===== src/rtl/wls_pkg.sv =====
package wls_pkg;
  typedef enum logic [1:0] {
    FL_IDLE  = 2'd0,
    FL_WRITE = 2'd1,
    FL_FETCH = 2'd2
  } flush_st_e;
endpackage


===== src/rtl/wls_rr_state.sv =====
module wls_rr_state #(
  parameter int NUM_WAYS = 4,
  parameter int NUM_SETS = 16,
  localparam int WAY_W = (NUM_WAYS > 1) ? $clog2(NUM_WAYS) : 1,
  localparam int SET_W = (NUM_SETS > 1) ? $clog2(NUM_SETS) : 1
) (
  input  logic             clk_i,
  input  logic             rst_ni,
  input  logic [SET_W-1:0] rd_set_i,
  output logic [WAY_W-1:0] rd_ptr_o,
  input  logic             upd_i,
  input  logic [SET_W-1:0] upd_set_i,
  input  logic [WAY_W-1:0] upd_ptr_i
);
  logic [WAY_W-1:0] ptr_q [NUM_SETS];

  for (genvar s = 0; s < NUM_SETS; s++) begin : g_set
    always_ff @(posedge clk_i or negedge rst_ni) begin
      if (!rst_ni)                                  ptr_q[s] <= '0;
      else if (upd_i && upd_set_i == SET_W'(s))     ptr_q[s] <= upd_ptr_i;
    end
  end

  always_comb begin
    rd_ptr_o = '0;
    for (int s = 0; s < NUM_SETS; s++)
      if (rd_set_i == SET_W'(s)) rd_ptr_o = ptr_q[s];
  end
endmodule


===== src/rtl/wls_victim_pick.sv =====
module wls_victim_pick #(
  parameter int NUM_WAYS = 4,
  localparam int WAY_W  = (NUM_WAYS > 1) ? $clog2(NUM_WAYS) : 1,
  localparam int LCNT_W = $clog2(NUM_WAYS + 1)
) (
  input  logic [WAY_W-1:0]  ptr_i,
  input  logic [LCNT_W-1:0] lock_cnt_i,
  output logic              has_victim_o,
  output logic [WAY_W-1:0]  way_o,
  output logic [WAY_W-1:0]  next_ptr_o
);
  logic [LCNT_W-1:0] unlocked;
  logic [LCNT_W-1:0] inc;
  logic [WAY_W-1:0]  base;

  always_comb begin
    // clamp: counts above NUM_WAYS mean everything is pinned
    unlocked = (lock_cnt_i >= LCNT_W'(NUM_WAYS)) ? '0
             : LCNT_W'(NUM_WAYS) - lock_cnt_i;
    has_victim_o = (unlocked != '0);
    // pointer left in the pinned region restarts at way 0
    base = (LCNT_W'(ptr_i) < unlocked) ? ptr_i : '0;
    inc  = LCNT_W'(base) + LCNT_W'(1);
    way_o = base;
    if (!has_victim_o)        next_ptr_o = ptr_i;
    else if (inc >= unlocked) next_ptr_o = '0;
    else                      next_ptr_o = WAY_W'(inc);
  end
endmodule


===== src/rtl/wls_flush_ctrl.sv =====
module wls_flush_ctrl
  import wls_pkg::*;
#(
  parameter int NUM_WAYS = 4,
  parameter int NUM_SETS = 16,
  parameter int TAG_W    = 8,
  localparam int WAY_W = (NUM_WAYS > 1) ? $clog2(NUM_WAYS) : 1,
  localparam int SET_W = (NUM_SETS > 1) ? $clog2(NUM_SETS) : 1
) (
  input  logic             clk_i,
  input  logic             rst_ni,
  input  logic             flush_valid_i,
  input  logic [WAY_W-1:0] flush_way_i,
  input  logic [SET_W-1:0] flush_set_i,
  input  logic [TAG_W-1:0] flush_tag_i,
  input  logic             flush_fetch_i,
  output logic             busy_o,
  output logic             tag_we_o,
  output logic [WAY_W-1:0] tag_way_o,
  output logic [SET_W-1:0] tag_set_o,
  output logic [TAG_W:0]   tag_wdata_o,
  output logic             fetch_req_o,
  output logic [SET_W-1:0] fetch_set_o,
  output logic [TAG_W-1:0] fetch_tag_o,
  input  logic             fetch_done_i
);
  flush_st_e        st_q, st_d;
  logic [WAY_W-1:0] way_q;
  logic [SET_W-1:0] set_q;
  logic [TAG_W-1:0] tag_q;
  logic             fetch_q;
  logic             accept;

  assign accept = flush_valid_i && (st_q == FL_IDLE);

  always_comb begin
    st_d = st_q;
    unique case (st_q)
      FL_IDLE:  if (accept)       st_d = FL_WRITE;
      FL_WRITE: st_d = fetch_q ? FL_FETCH : FL_IDLE;
      FL_FETCH: if (fetch_done_i) st_d = FL_IDLE;
      default:  st_d = FL_IDLE;
    endcase
  end

  always_ff @(posedge clk_i or negedge rst_ni) begin
    if (!rst_ni) begin
      st_q    <= FL_IDLE;
      way_q   <= '0;
      set_q   <= '0;
      tag_q   <= '0;
      fetch_q <= 1'b0;
    end else begin
      st_q <= st_d;
      if (accept) begin
        way_q   <= flush_way_i;
        set_q   <= flush_set_i;
        tag_q   <= flush_tag_i;
        fetch_q <= flush_fetch_i;
      end
    end
  end

  assign busy_o      = (st_q != FL_IDLE);
  assign tag_we_o    = (st_q == FL_WRITE);
  assign tag_way_o   = way_q;
  assign tag_set_o   = set_q;
  assign tag_wdata_o = {1'b1, tag_q};
  assign fetch_req_o = (st_q == FL_FETCH);
  assign fetch_set_o = set_q;
  assign fetch_tag_o = tag_q;

  p_tag_we_pulse_r7: assert property (@(posedge clk_i) disable iff (!rst_ni)
    tag_we_o |=> !tag_we_o);
  p_fetch_hold_r8: assert property (@(posedge clk_i) disable iff (!rst_ni)
    (fetch_req_o && !fetch_done_i) |=> (fetch_req_o && $stable(fetch_tag_o) && $stable(fetch_set_o)));
  p_busy_covers_fetch_r8: assert property (@(posedge clk_i) disable iff (!rst_ni)
    fetch_req_o |-> busy_o);
  p_ignore_while_busy_r10: assert property (@(posedge clk_i) disable iff (!rst_ni)
    busy_o |=> $stable(tag_wdata_o));
  p_done_ignored_r11: assert property (@(posedge clk_i) disable iff (!rst_ni)
    (!busy_o && !flush_valid_i) |=> !busy_o);
endmodule


===== src/rtl/way_lock_victim_sel.sv =====
module way_lock_victim_sel #(
  parameter int NUM_WAYS = 4,
  parameter int NUM_SETS = 16,
  parameter int TAG_W    = 8,
  localparam int WAY_W  = (NUM_WAYS > 1) ? $clog2(NUM_WAYS) : 1,
  localparam int SET_W  = (NUM_SETS > 1) ? $clog2(NUM_SETS) : 1,
  localparam int LCNT_W = $clog2(NUM_WAYS + 1)
) (
  input  logic              clk_i,
  input  logic              rst_ni,
  input  logic [LCNT_W-1:0] lock_cnt_i,
  input  logic              miss_valid_i,
  input  logic [SET_W-1:0]  miss_set_i,
  output logic              victim_valid_o,
  output logic [WAY_W-1:0]  victim_way_o,
  output logic              no_alloc_o,
  input  logic              flush_valid_i,
  input  logic [WAY_W-1:0]  flush_way_i,
  input  logic [SET_W-1:0]  flush_set_i,
  input  logic [TAG_W-1:0]  flush_tag_i,
  input  logic              flush_fetch_i,
  output logic              busy_o,
  output logic              tag_we_o,
  output logic [WAY_W-1:0]  tag_way_o,
  output logic [SET_W-1:0]  tag_set_o,
  output logic [TAG_W:0]    tag_wdata_o,
  output logic              fetch_req_o,
  output logic [SET_W-1:0]  fetch_set_o,
  output logic [TAG_W-1:0]  fetch_tag_o,
  input  logic              fetch_done_i
);
  logic [WAY_W-1:0] cur_ptr, nxt_ptr, pick_way;
  logic             has_victim;

  wls_rr_state #(.NUM_WAYS(NUM_WAYS), .NUM_SETS(NUM_SETS)) i_rr (
    .clk_i     (clk_i),
    .rst_ni    (rst_ni),
    .rd_set_i  (miss_set_i),
    .rd_ptr_o  (cur_ptr),
    .upd_i     (miss_valid_i && has_victim),
    .upd_set_i (miss_set_i),
    .upd_ptr_i (nxt_ptr)
  );

  wls_victim_pick #(.NUM_WAYS(NUM_WAYS)) i_pick (
    .ptr_i        (cur_ptr),
    .lock_cnt_i   (lock_cnt_i),
    .has_victim_o (has_victim),
    .way_o        (pick_way),
    .next_ptr_o   (nxt_ptr)
  );

  always_ff @(posedge clk_i or negedge rst_ni) begin
    if (!rst_ni) begin
      victim_valid_o <= 1'b0;
      no_alloc_o     <= 1'b0;
      victim_way_o   <= '0;
    end else begin
      victim_valid_o <= miss_valid_i && has_victim;
      no_alloc_o     <= miss_valid_i && !has_victim;
      if (miss_valid_i) victim_way_o <= pick_way;
    end
  end

  wls_flush_ctrl #(.NUM_WAYS(NUM_WAYS), .NUM_SETS(NUM_SETS), .TAG_W(TAG_W)) i_flush (
    .clk_i         (clk_i),
    .rst_ni        (rst_ni),
    .flush_valid_i (flush_valid_i),
    .flush_way_i   (flush_way_i),
    .flush_set_i   (flush_set_i),
    .flush_tag_i   (flush_tag_i),
    .flush_fetch_i (flush_fetch_i),
    .busy_o        (busy_o),
    .tag_we_o      (tag_we_o),
    .tag_way_o     (tag_way_o),
    .tag_set_o     (tag_set_o),
    .tag_wdata_o   (tag_wdata_o),
    .fetch_req_o   (fetch_req_o),
    .fetch_set_o   (fetch_set_o),
    .fetch_tag_o   (fetch_tag_o),
    .fetch_done_i  (fetch_done_i)
  );

  p_one_result_r2: assert property (@(posedge clk_i) disable iff (!rst_ni)
    !(victim_valid_o && no_alloc_o));
  p_result_needs_miss_r2: assert property (@(posedge clk_i) disable iff (!rst_ni)
    (victim_valid_o || no_alloc_o) |-> $past(miss_valid_i));
  p_victim_unlocked_r3: assert property (@(posedge clk_i) disable iff (!rst_ni)
    victim_valid_o |-> (LCNT_W'(victim_way_o) + $past(lock_cnt_i) < LCNT_W'(NUM_WAYS)));
  p_no_alloc_full_r6: assert property (@(posedge clk_i) disable iff (!rst_ni)
    no_alloc_o |-> ($past(lock_cnt_i) >= LCNT_W'(NUM_WAYS)));
endmodule


===== config.mk =====
export PLATFORM = sky130hd
export DESIGN_NAME = way_lock_victim_sel
export DESIGN_NICKNAME = d
export VERILOG_FILES = /design/src/rtl/wls_pkg.sv /design/src/rtl/wls_rr_state.sv /design/src/rtl/wls_victim_pick.sv /design/src/rtl/wls_flush_ctrl.sv /design/src/rtl/way_lock_victim_sel.sv
export SDC_FILE = /design/constraint.sdc
export NUM_CORES = 1
export LEC_CHECK = 0
export ABC_AREA = 1
export BUFFER_PORTS_ARGS = -buffer_cell sky130_fd_sc_hd__buf_4
export CAP_MARGIN = 0
export CORE_MARGIN = 10
export CORE_UTILIZATION = 49
export DETAILED_ROUTE_END_ITERATION = 16
export PLACE_DENSITY = 0.76
export SLEW_MARGIN = 10
export SYNTH_ARGS = -nofsm -noshare
export SYNTH_HDL_FRONTEND = slang
export SYNTH_SLANG_ARGS = --single-unit

===== constraint.sdc =====
create_clock -name clk_i -period 2.72 [get_ports clk_i]
set_input_delay 0.136 -clock clk_i [delete_from_list [all_inputs] [get_ports clk_i]]
set_output_delay 0.136 -clock clk_i [all_outputs]
set_load 0.01 [all_outputs]

==> results_dict.tcl, run 1 <==
set metrics [dict create \
    numCtsBuffers 5 \
    post-place-ws_ps -390 \
    final_util_pct 71.4 \
    power_density_nw_per_um2 723 \
    period_needed_ps 3150 \
    p_clk_share_pct 17.0 \
    min_from "flush_set_i[1]" \
    io_pins 61 \
    core-area_um2 5570 \
    wl_per_cell_um 14.1 \
    worstSetupEndpointType "flop" \
    crit_path_max_fanout 8 \
    clock.fmax_mhz 318 \
    final_antenna_net_count 0 \
    synth_cells 394 \
    instances_no_fill 583 \
    synth_seq_area_share_pct 46.7 \
    row_count 27 \
    hold_viol 0 \
    cts_root_buf "clkbuf_8" \
    async_flop_share_pct 100 \
    tightest_slew_ps 650 \
    grt_first_pass_wirelength_um 13300 \
    antenna_found_initial 0 \
    ys.flop_type "dfrtp_1" \
    grt-ovfl-total 0 \
    wirelength_um 8230 \
    syn_area_um2 2840 \
    timing.critical_path.mode_cell "nand2_1" \
    first_global_vias 3009 \
    holdPathEnd "i_flush.fetch_set_o[1]" \
    die_height_um 96.1 \
    syn_area_per_cell_um2 7.21 \
    drcViolationCount 0 \
    period_share_pct 116 \
    clk_latency_ps 320 \
    critPathSlowestCell "dfrtp_1" \
    dp_hpwl_um 5420 \
    p_sw_w 0.00106 \
    crit_type "reg2reg" \
    vdd_drop_max_mv 0.570 \
    pwr-share-comb_pct 41.8 \
    drive_gt1_share_pct 32.5 \
    worst-endpoint-required_ps 2970 \
    drt-initial-drc-count 155 \
    violations "negative setup slack" \
    grt_max_degree 54 \
    antennaDiodeCount 0 \
    grt_usage_pct 17.9 \
    swShare_pct 36.8 \
    cts_buffer_depth 2 \
    fin_nets 542 \
    hold_depth 3 \
    skew_ps 12.4 \
    grt_setup_unrepaired "true" \
    p_int_w 0.00182 \
    placedCellCount 544 \
    synth_cell_type_count 25 \
    max_cap_violations 0 \
    slew_violations 0 \
    die_area_um2 9240 \
    clkSinkCount 53 \
    seqPwrFrac_pct 41.2 \
    hp-class "in2reg" \
    tns_ps -13410 \
    vias 2914 \
    reg2regPathDepth 25 \
    start_kind "flop" \
    syn_to_final_growth_pct 40.2 \
    dr.pass1.iters 4 \
    cp.arrival_ps 3400 \
    gp_congestion 0.937 \
    r2r_slack_ps -430 \
    clk_pin_slew_ps 100 \
    final-setup-viol-count 33 \
    synth.net_count 426 \
    p_leak_nw 2.28 \
    timing.rr.end "i_rr.ptr_q[23]" \
    start_util_pct 50.9 \
    htree_levels 2 \
    io_buffers 59 \
    ys_warn_count 0 \
    relSlewSlack_pct 56.7 \
    synth-edff-count 0 \
    cts_tree "done" \
    cpPeakStageDelay_ps 410 \
    worst_slack_ps -427 \
    die_w_um 96.1 \
    finalPower_w 0.00288 \
    via_per_inst 5.00 \
    r2r-start "i_rr.ptr_q[29]" \
    status "finished with violations" \
    synth-seq-cells 53 \
]
-- cells by family after synthesis --
logic type | synth area share (%)
and+or+nand+nor | 38.1
buffers and inverters | 10.6
DFF | 46.7
AOI/OAI and AO/OA | 2.25
adders and majority gates | 2.20
other | 0.132
-- what timing repair did --
item | in CTS | in global routing
endpoints found under the hold margin | 58 | 0
gates resized for setup | 6 | 10
pin swaps | 1 | 1
buffers inserted | 25 | 0
endpoints found under the setup margin | 32 | 33
hold buffers | 6 | 0
-- power by group through the flow --
stage               logic [W]  registers [W]  clock network (W)
finish                0.00120        0.00119           0.000490
global placement      0.00106        0.00119                  0
global route          0.00132        0.00122           0.000536
floorplan            0.000582        0.00121                  0
detailed placement    0.00109        0.00119                  0
CTS                   0.00118        0.00118           0.000504
-- worst max-delay path, delay by kind of cell, from the launching register on --
family,cells,cell delay [ps]
fa+ha+maj,2,460
buf+inv,3,310
flops,1,410
simple gates,18,1620
compound gates,2,290
-- how the worst max path moves through the flow --
stage	startpoint	endpoint	slack, ps	cells after the start
after floorplan	i_rr.ptr_q[27]	i_rr.ptr_q[13]	-70	25
after global placement	miss_set_i[1]	i_rr.ptr_q[25]	-260	28
after detailed placement	miss_set_i[1]	i_rr.ptr_q[13]	-390	29
after CTS	i_rr.ptr_q[29]	i_rr.ptr_q[23]	-300	25
after global routing	i_rr.ptr_q[29]	i_rr.ptr_q[22]	-700	25
final	i_rr.ptr_q[29]	i_rr.ptr_q[23]	-430	25
-- layer usage --
layer  routed length (um)  vias to the layer above  track usage, %
li1                     -                     1406               -
met1                 3490                     1352            21.4
met2                 3700                      130            28.5
met3                  791                       26            6.15
met4                  247                        0            8.11
met5                    0                        -               0
-- synthesized netlist by cell type (2+ instances only) --
cell type,number,area [um^2]
nand2_1,182,683
dfrtp_1,53,1330
inv_1,42,158
nor2_1,32,120
buf_4,14,105
nand2_2,14,87.6
nand3_1,11,55.1
nand4_1,10,62.6
o21ai_0,7,35.0
ha_1,5,62.6
nor2_2,4,25.0
a21oi_1,3,15.0
clkbuf_1,2,7.51
inv_2,2,7.51
or2_0,2,12.5
or2_2,2,12.5
-- placed cells by master (no fill, tap or decap), types with 2 or more instances in the layout --
cell / n
dfrtp_1: 53
o21ai_1: 3
nand2_4: 2
nand3_2: 3
a21oi_1: 2
clkbuf_8: 6
or2_0: 2
ha_4: 2
nor2_1: 31
nand2_1: 176
nand3_1: 8
inv_1: 41
buf_4: 118
nand2_2: 18
inv_2: 3
o21ai_0: 4
ha_1: 3
nand4_1: 10
dlygate4sd3_1: 6
buf_12: 3
or2_2: 2
nor2_2: 5
-- stage by stage --
step                      hold slack, ps  area, um^2
after global routing                9.44        3980
after floorplan                     -160        2860
after detailed placement             222        3570
final                               8.56        3980
after global placement               213        3570
after CTS                          0.755        3940
-- flip-flops by register name, indices dropped and copies added (netlist names) --
signal	flops
i_flush.fetch_tag_o	8
victim_valid_o	1
i_flush.tag_way_o	2
no_alloc_o	1
victim_way_o	2
i_flush.fetch_set_o	4
i_rr.ptr_q	32
i_flush.fetch_q	1
i_flush.st_q	2
-- layout make-up --
cell class | count | area (um^2)
clock buffers | 6 | 82.6
clock inverters | 2 | 16.3
fillers | 435 | 1590
inverters | 45 | 169
multi-input cells | 278 | 1290
flip-flops and latches | 53 | 1330
well taps | 72 | 90.1
repair buffers | 127 | 1010
Note: power is estimated with default switching activity, not from simulation.
==> run 2: changes to the inputs <==
--- a/config.mk
+++ b/config.mk
@@ -11,6 +11,7 @@
 export CORE_MARGIN = 10
 export CORE_UTILIZATION = 49
 export DETAILED_ROUTE_END_ITERATION = 16
+export MAX_ROUTING_LAYER = met4
 export PLACE_DENSITY = 0.76
 export SLEW_MARGIN = 10
 export SYNTH_ARGS = -nofsm -noshare
==> constraint.sdc (replaced) <==
create_clock -name clk_i -period 2.72 [get_ports clk_i]
set_input_delay 0.272 -clock clk_i [delete_from_list [all_inputs] [get_ports clk_i]]
set_output_delay 0.272 -clock clk_i [all_outputs]
set_load 0.01 [all_outputs]
==> results_dict.tcl, run 2 (same netlist as run 1, synthesis figures left out) <==
set metrics [dict create \
    drt-initial-drc-count 110 \
    hp-class "in2async" \
    start_util_pct 50.9 \
    multi_input_area_um2 1420 \
    vdd_drop_max_mv 0.537 \
    r2r-start "i_rr.ptr_q[31]" \
    tns_ps -15360 \
    final_util_pct 73.2 \
    use_met3_pct 5.53 \
    worst-endpoint-required_ps 2970 \
    fillers 434 \
    final-setup-viol-count 32 \
    crit_type "reg2reg" \
    place_area_um2 3660 \
    grt_max_degree 54 \
    die_area_um2 9240 \
    power_density_nw_per_um2 731 \
    dp_hpwl_um 5260 \
    vias 2796 \
    die_height_um 96.1 \
    final_cell_mix "nand2_1, buf_4, dfrtp_1" \
    cts_root_buf "clkbuf_8" \
    crit_path_max_fanout 8 \
    via_per_inst 4.91 \
    gp_congestion 0.838 \
    drive_gt1_share_pct 38.0 \
    antenna_found_initial 0 \
    final_common_cell "nand2_1" \
    hold_buffers 0 \
    cts_buffer_depth 2 \
    antennaDiodeCount 0 \
    grt.busiest_layer "met2" \
    grt_usage_pct 17.5 \
    dr.pass1.iters 4 \
    ff_latch_area_um2 1330 \
    drcViolationCount 0 \
    skew_ps 6.69 \
    wirelength_um 7790 \
    r2r_slack_ps -520 \
    fin_area_um2 4080 \
    reg2regPathDepth 25 \
    worstSetupEndpointType "flop" \
    final_antenna_net_count 0 \
    fin_nets 528 \
    syn_to_final_growth_pct 43.7 \
    placedCellCount 546 \
    slew_violations 0 \
    numCtsBuffers 5 \
    io_pins 61 \
    violations "negative hold slack, negative setup slack" \
    worst_slack_ps -517 \
    p_leak_nw 2.33 \
    clkSinkCount 53 \
    row_count 27 \
    grt_first_pass_wirelength_um 12600 \
    clk_pin_slew_ps 90 \
    instances_no_fill 569 \
    grt-ovfl-total 0 \
    io_buffers 59 \
    hold_viol 13 \
    clock.fmax_mhz 309 \
    htree_levels 2 \
    start_kind "flop" \
    period_share_pct 119 \
    relSlewSlack_pct 55.1 \
    status "finished with violations" \
    first_global_vias 2874 \
    grt_setup_unrepaired "true" \
    die_w_um 96.1 \
    grt_util_met2_pct 26.3 \
    top_register "i_rr.ptr_q" \
    wl_per_cell_um 13.7 \
    cp.arrival_ps 3490 \
    cts_tree "done" \
    use_met1_pct 20.8 \
    period_needed_ps 3240 \
    tightest_slew_ps 673 \
    max_cap_violations 0 \
    core-area_um2 5570 \
    worst_hold_slack_ps -17.3 \
    largest_reg_flops 32 \
    timing.rr.end "i_rr.ptr_q[7]" \
    clk_latency_ps 310 \
]
run 2: changes by cell type in the layout (fill, tap and decap cells not counted), moves of 3 or more:
cell	before	now
nand2_1	176	157
buf_4	118	107
nand2_2	18	29
nand2_4	2	9
dlygate4sd3_1	6	0
inv_1	41	35
nor2_1	31	27
nor2_2	5	8
run 2: critical path, stage by stage, from the launching register on:
cell,delay [ps]
dfrtp_1,410
nand2_1,90
nand3_2,60
nor2_2,80
nand4_1,70
nand3b_1,160
nand2_1,60
nand4_1,100
nand2_2,100
nand3_4,90
ha_4,280
nand2_2,60
inv_2,70
nand2_4,60
nand3_2,80
nand2_2,60
and2_1,150
ha_1,270
nand2_1,120
inv_2,60
a21oi_4,170
nand4_1,140
nand2_2,150
clkbuf_16,190
nand2_2,40
nand2_1,50
run 2: what timing repair did:
| item | 4_1_cts | 5_1_grt |
|---|---|---|
| pin swaps | 0 | 16 |
| resized for setup | 6 | 42 |
| setup endpoints to repair | 32 | 33 |
| gates cloned | 1 | 1 |
| endpoints found under the hold margin | 0 | 0 |
| setup buffers | 16 | 3 |
run 2: power by group:
| group | switching [W] | internal, W | total (W) |
|---|---|---|---|
| Sequential | 0.000157 | 0.00102 | 0.00118 |
| Combinational | 0.000639 | 0.000602 | 0.00124 |
| Clock | 0.000266 | 0.000299 | 0.000565 |
run 2: cell type report:
class,count,area share [%]
clock buffers,6,2.02
repair buffers,113,22.4
inverters,45,5.15
flip-flops and latches,53,32.5
multi-input cells,278,34.7
well taps,72,2.21
clock inverters,2,0.920
run 2: metrics by stage:
step,hold slack (ps),total power [W],setup WS (ps)
after CTS,24.1,0.00292,-401
after detailed placement,357,0.00227,-596
after global routing,42.2,0.00318,-695
after floorplan,-23.6,0.00180,-106
after global placement,361,0.00224,-393
final,-17.3,0.00298,-517
run 2: worst max path at each step:
| stage | startpoint | depth (start not counted) | slack (ps) | end |
|---|---|---|---|---|
| 6_report | i_rr.ptr_q[31] | 25 | -520 | i_rr.ptr_q[7] |
| 5_1_grt | i_rr.ptr_q[31] | 24 | -690 | i_rr.ptr_q[22] |
| 4_1_cts | i_rr.ptr_q[27] | 25 | -400 | i_rr.ptr_q[23] |
| 3_5_place_dp | miss_set_i[1] | 28 | -600 | i_rr.ptr_q[23] |
| 3_3_place_gp | miss_set_i[0] | 28 | -390 | i_rr.ptr_q[25] |
| 2_1_floorplan | miss_set_i[2] | 28 | -110 | i_rr.ptr_q[15] |
run 2: metal layers:
layer | share of wire [%] | vias up
met3 | 7.0 | 21
li1 | - | 1388
met1 | 45 | 1295
met2 | 46 | 92
met4 | 2.0 | 0
met5 | 0 | -
==> run 3: changes to the inputs <==
--- a/config.mk
+++ b/config.mk
@@ -10,6 +10,7 @@
 export CAP_MARGIN = 0
 export CORE_MARGIN = 10
 export CORE_UTILIZATION = 49
+export CTS_CLUSTER_DIAMETER = 150
 export DETAILED_ROUTE_END_ITERATION = 16
 export MAX_ROUTING_LAYER = met4
 export PLACE_DENSITY = 0.76
==> constraint.sdc (replaced) <==
create_clock -name clk_i -period 2.72 [get_ports clk_i]
set_input_delay 0.544 -clock clk_i [delete_from_list [all_inputs] [get_ports clk_i]]
set_output_delay 0.544 -clock clk_i [all_outputs]
set_load 0.01 [all_outputs]
==> results_dict.tcl, run 3 (same netlist as run 1, synthesis figures left out) <==
set metrics [dict create \
    status "finished with violations" \
    violations "negative setup slack" \
    worst-endpoint-required_ps 2970 \
    via_per_inst 4.94 \
    worst_hold_slack_ps 255 \
    grt_usage_pct 18.1 \
    final_cell_mix "nand2_1, buf_4, dfrtp_1" \
    die_w_um 96.1 \
    period_share_pct 123 \
    antenna_found_initial 0 \
    max_cap_violations 0 \
    gp_congestion 0.839 \
    dp_hpwl_um 5440 \
    cp_num_buf_inv 6 \
    drive_gt1_share_pct 39.0 \
    timing.critical_path.mode_cell "nand2_1" \
    grt_max_degree 54 \
    worst_slack_ps -616 \
    final-setup-viol-count 32 \
    grt-ovfl-total 0 \
    fin_nets 528 \
    die_area_um2 9240 \
    grt_first_pass_wirelength_um 13000 \
    row_count 27 \
    clock.fmax_mhz 300 \
    start_kind "input pin" \
    io_buffers 59 \
    io_pins 61 \
    die_height_um 96.1 \
    p_leak_nw 2.33 \
    dr.pass1.iters 4 \
    placedCellCount 550 \
    instances_no_fill 569 \
    slew_violations 0 \
    htree_levels 2 \
    final_common_cell "nand2_1" \
    drt-initial-drc-count 115 \
    cts_buffer_depth 2 \
    critPathTopFamily "simple AND/OR/NAND/NOR gates" \
    tns_ps -17920 \
    clkSinkCount 53 \
    vias 2812 \
    wirelength_um 8220 \
    syn_to_final_growth_pct 46.4 \
    first_global_vias 2918 \
    start_util_pct 50.9 \
    hp-class "in2async" \
    top_register "i_rr.ptr_q" \
    cts_tree "done" \
    crit_type "in2reg" \
    relSlewSlack_pct 55.1 \
    antennaDiodeCount 0 \
    final_util_pct 74.6 \
    timing.rr.end "i_rr.ptr_q[28]" \
    skew_ps 8.82 \
    clk_pin_slew_ps 100 \
    wl_per_cell_um 14.4 \
    largest_reg_flops 32 \
    worstSetupEndpointType "flop" \
    hold_viol 0 \
    critPathSlowestCell "ha_4" \
    numCtsBuffers 5 \
    cp.arrival_ps 3590 \
    reg2regPathDepth 25 \
    power_density_nw_per_um2 699 \
    period_needed_ps 3340 \
    cts_root_buf "clkbuf_8" \
    cpPeakStageDelay_ps 230 \
    clk_latency_ps 310 \
    tightest_slew_ps 673 \
    crit_path_max_fanout 8 \
    grt_setup_unrepaired "true" \
    final_antenna_net_count 0 \
    r2r-start "i_rr.ptr_q[31]" \
    vdd_drop_max_mv 0.589 \
    drcViolationCount 0 \
    core-area_um2 5570 \
    r2r_slack_ps -560 \
]
## run 3: power by group
group / internal, W / switching (W) / total [W]
Clock: 0.000182 / 0.000274 / 0.000456
Combinational: 0.000609 / 0.000655 / 0.00126
Sequential: 0.00102 / 0.000162 / 0.00118
Total: 0.00181 / 0.00109 / 0.00290
## run 3: how the worst max path moves through the flow
stage                        from              to  depth (start not counted)
floorplan           miss_set_i[2]  i_rr.ptr_q[15]                         28
global placement    miss_set_i[0]  i_rr.ptr_q[25]                         27
detailed placement  miss_set_i[1]  i_rr.ptr_q[31]                         29
CTS                 miss_set_i[1]  i_rr.ptr_q[27]                         30
global route        miss_set_i[1]  i_rr.ptr_q[22]                         29
finish              miss_set_i[1]  i_rr.ptr_q[28]                         29
## run 3: final cells by class
class                           instances  area [um^2]
Clock inverter                          2         15.0
Clock buffer                            6         72.6
Multi-Input combinational cell        278         1490
Inverter                               45          210
Tap cell                               72         90.1
Fill cell                             399         1420
Sequential cell                        53         1330
Timing Repair Buffer                  113          948
## run 3: worst reg2reg max path, delay by kind of cell, from the launching register on
family | cells | cell delay [ps]
AOI/OAI and AO/OA | 1 | 150
adders and majority gates | 2 | 430
buffers and inverters | 4 | 420
DFF | 1 | 410
and+or+nand+nor | 18 | 1810
## run 3: per-stage QoR
stage	cell area [um^2]	power [W]	setup slack (ps)
6_report	4160	0.00290	-616
5_1_grt	4160	0.00310	-844
4_1_cts	3960	0.00281	-421
3_5_place_dp	3690	0.00229	-804
3_3_place_gp	3690	0.00225	-655
2_1_floorplan	2940	0.00180	-378
## run 3: layer usage
| layer | up-vias | routed length, um | track usage, % |
|---|---|---|---|
| met5 | - | 0 | - |
| met4 | 0 | 230 | 6.63 |
| met3 | 18 | 501 | 4.44 |
| met2 | 108 | 3930 | 28.8 |
| met1 | 1305 | 3560 | 21.7 |
| li1 | 1381 | - | - |
## run 3: timing repair
item,CTS,global route
pin swaps,11,19
setup endpoints to repair,32,32
hold buffers,0,0
endpoints found under the hold margin,0,0
resized for setup,24,45
setup buffers,6,5
cloned,1,1
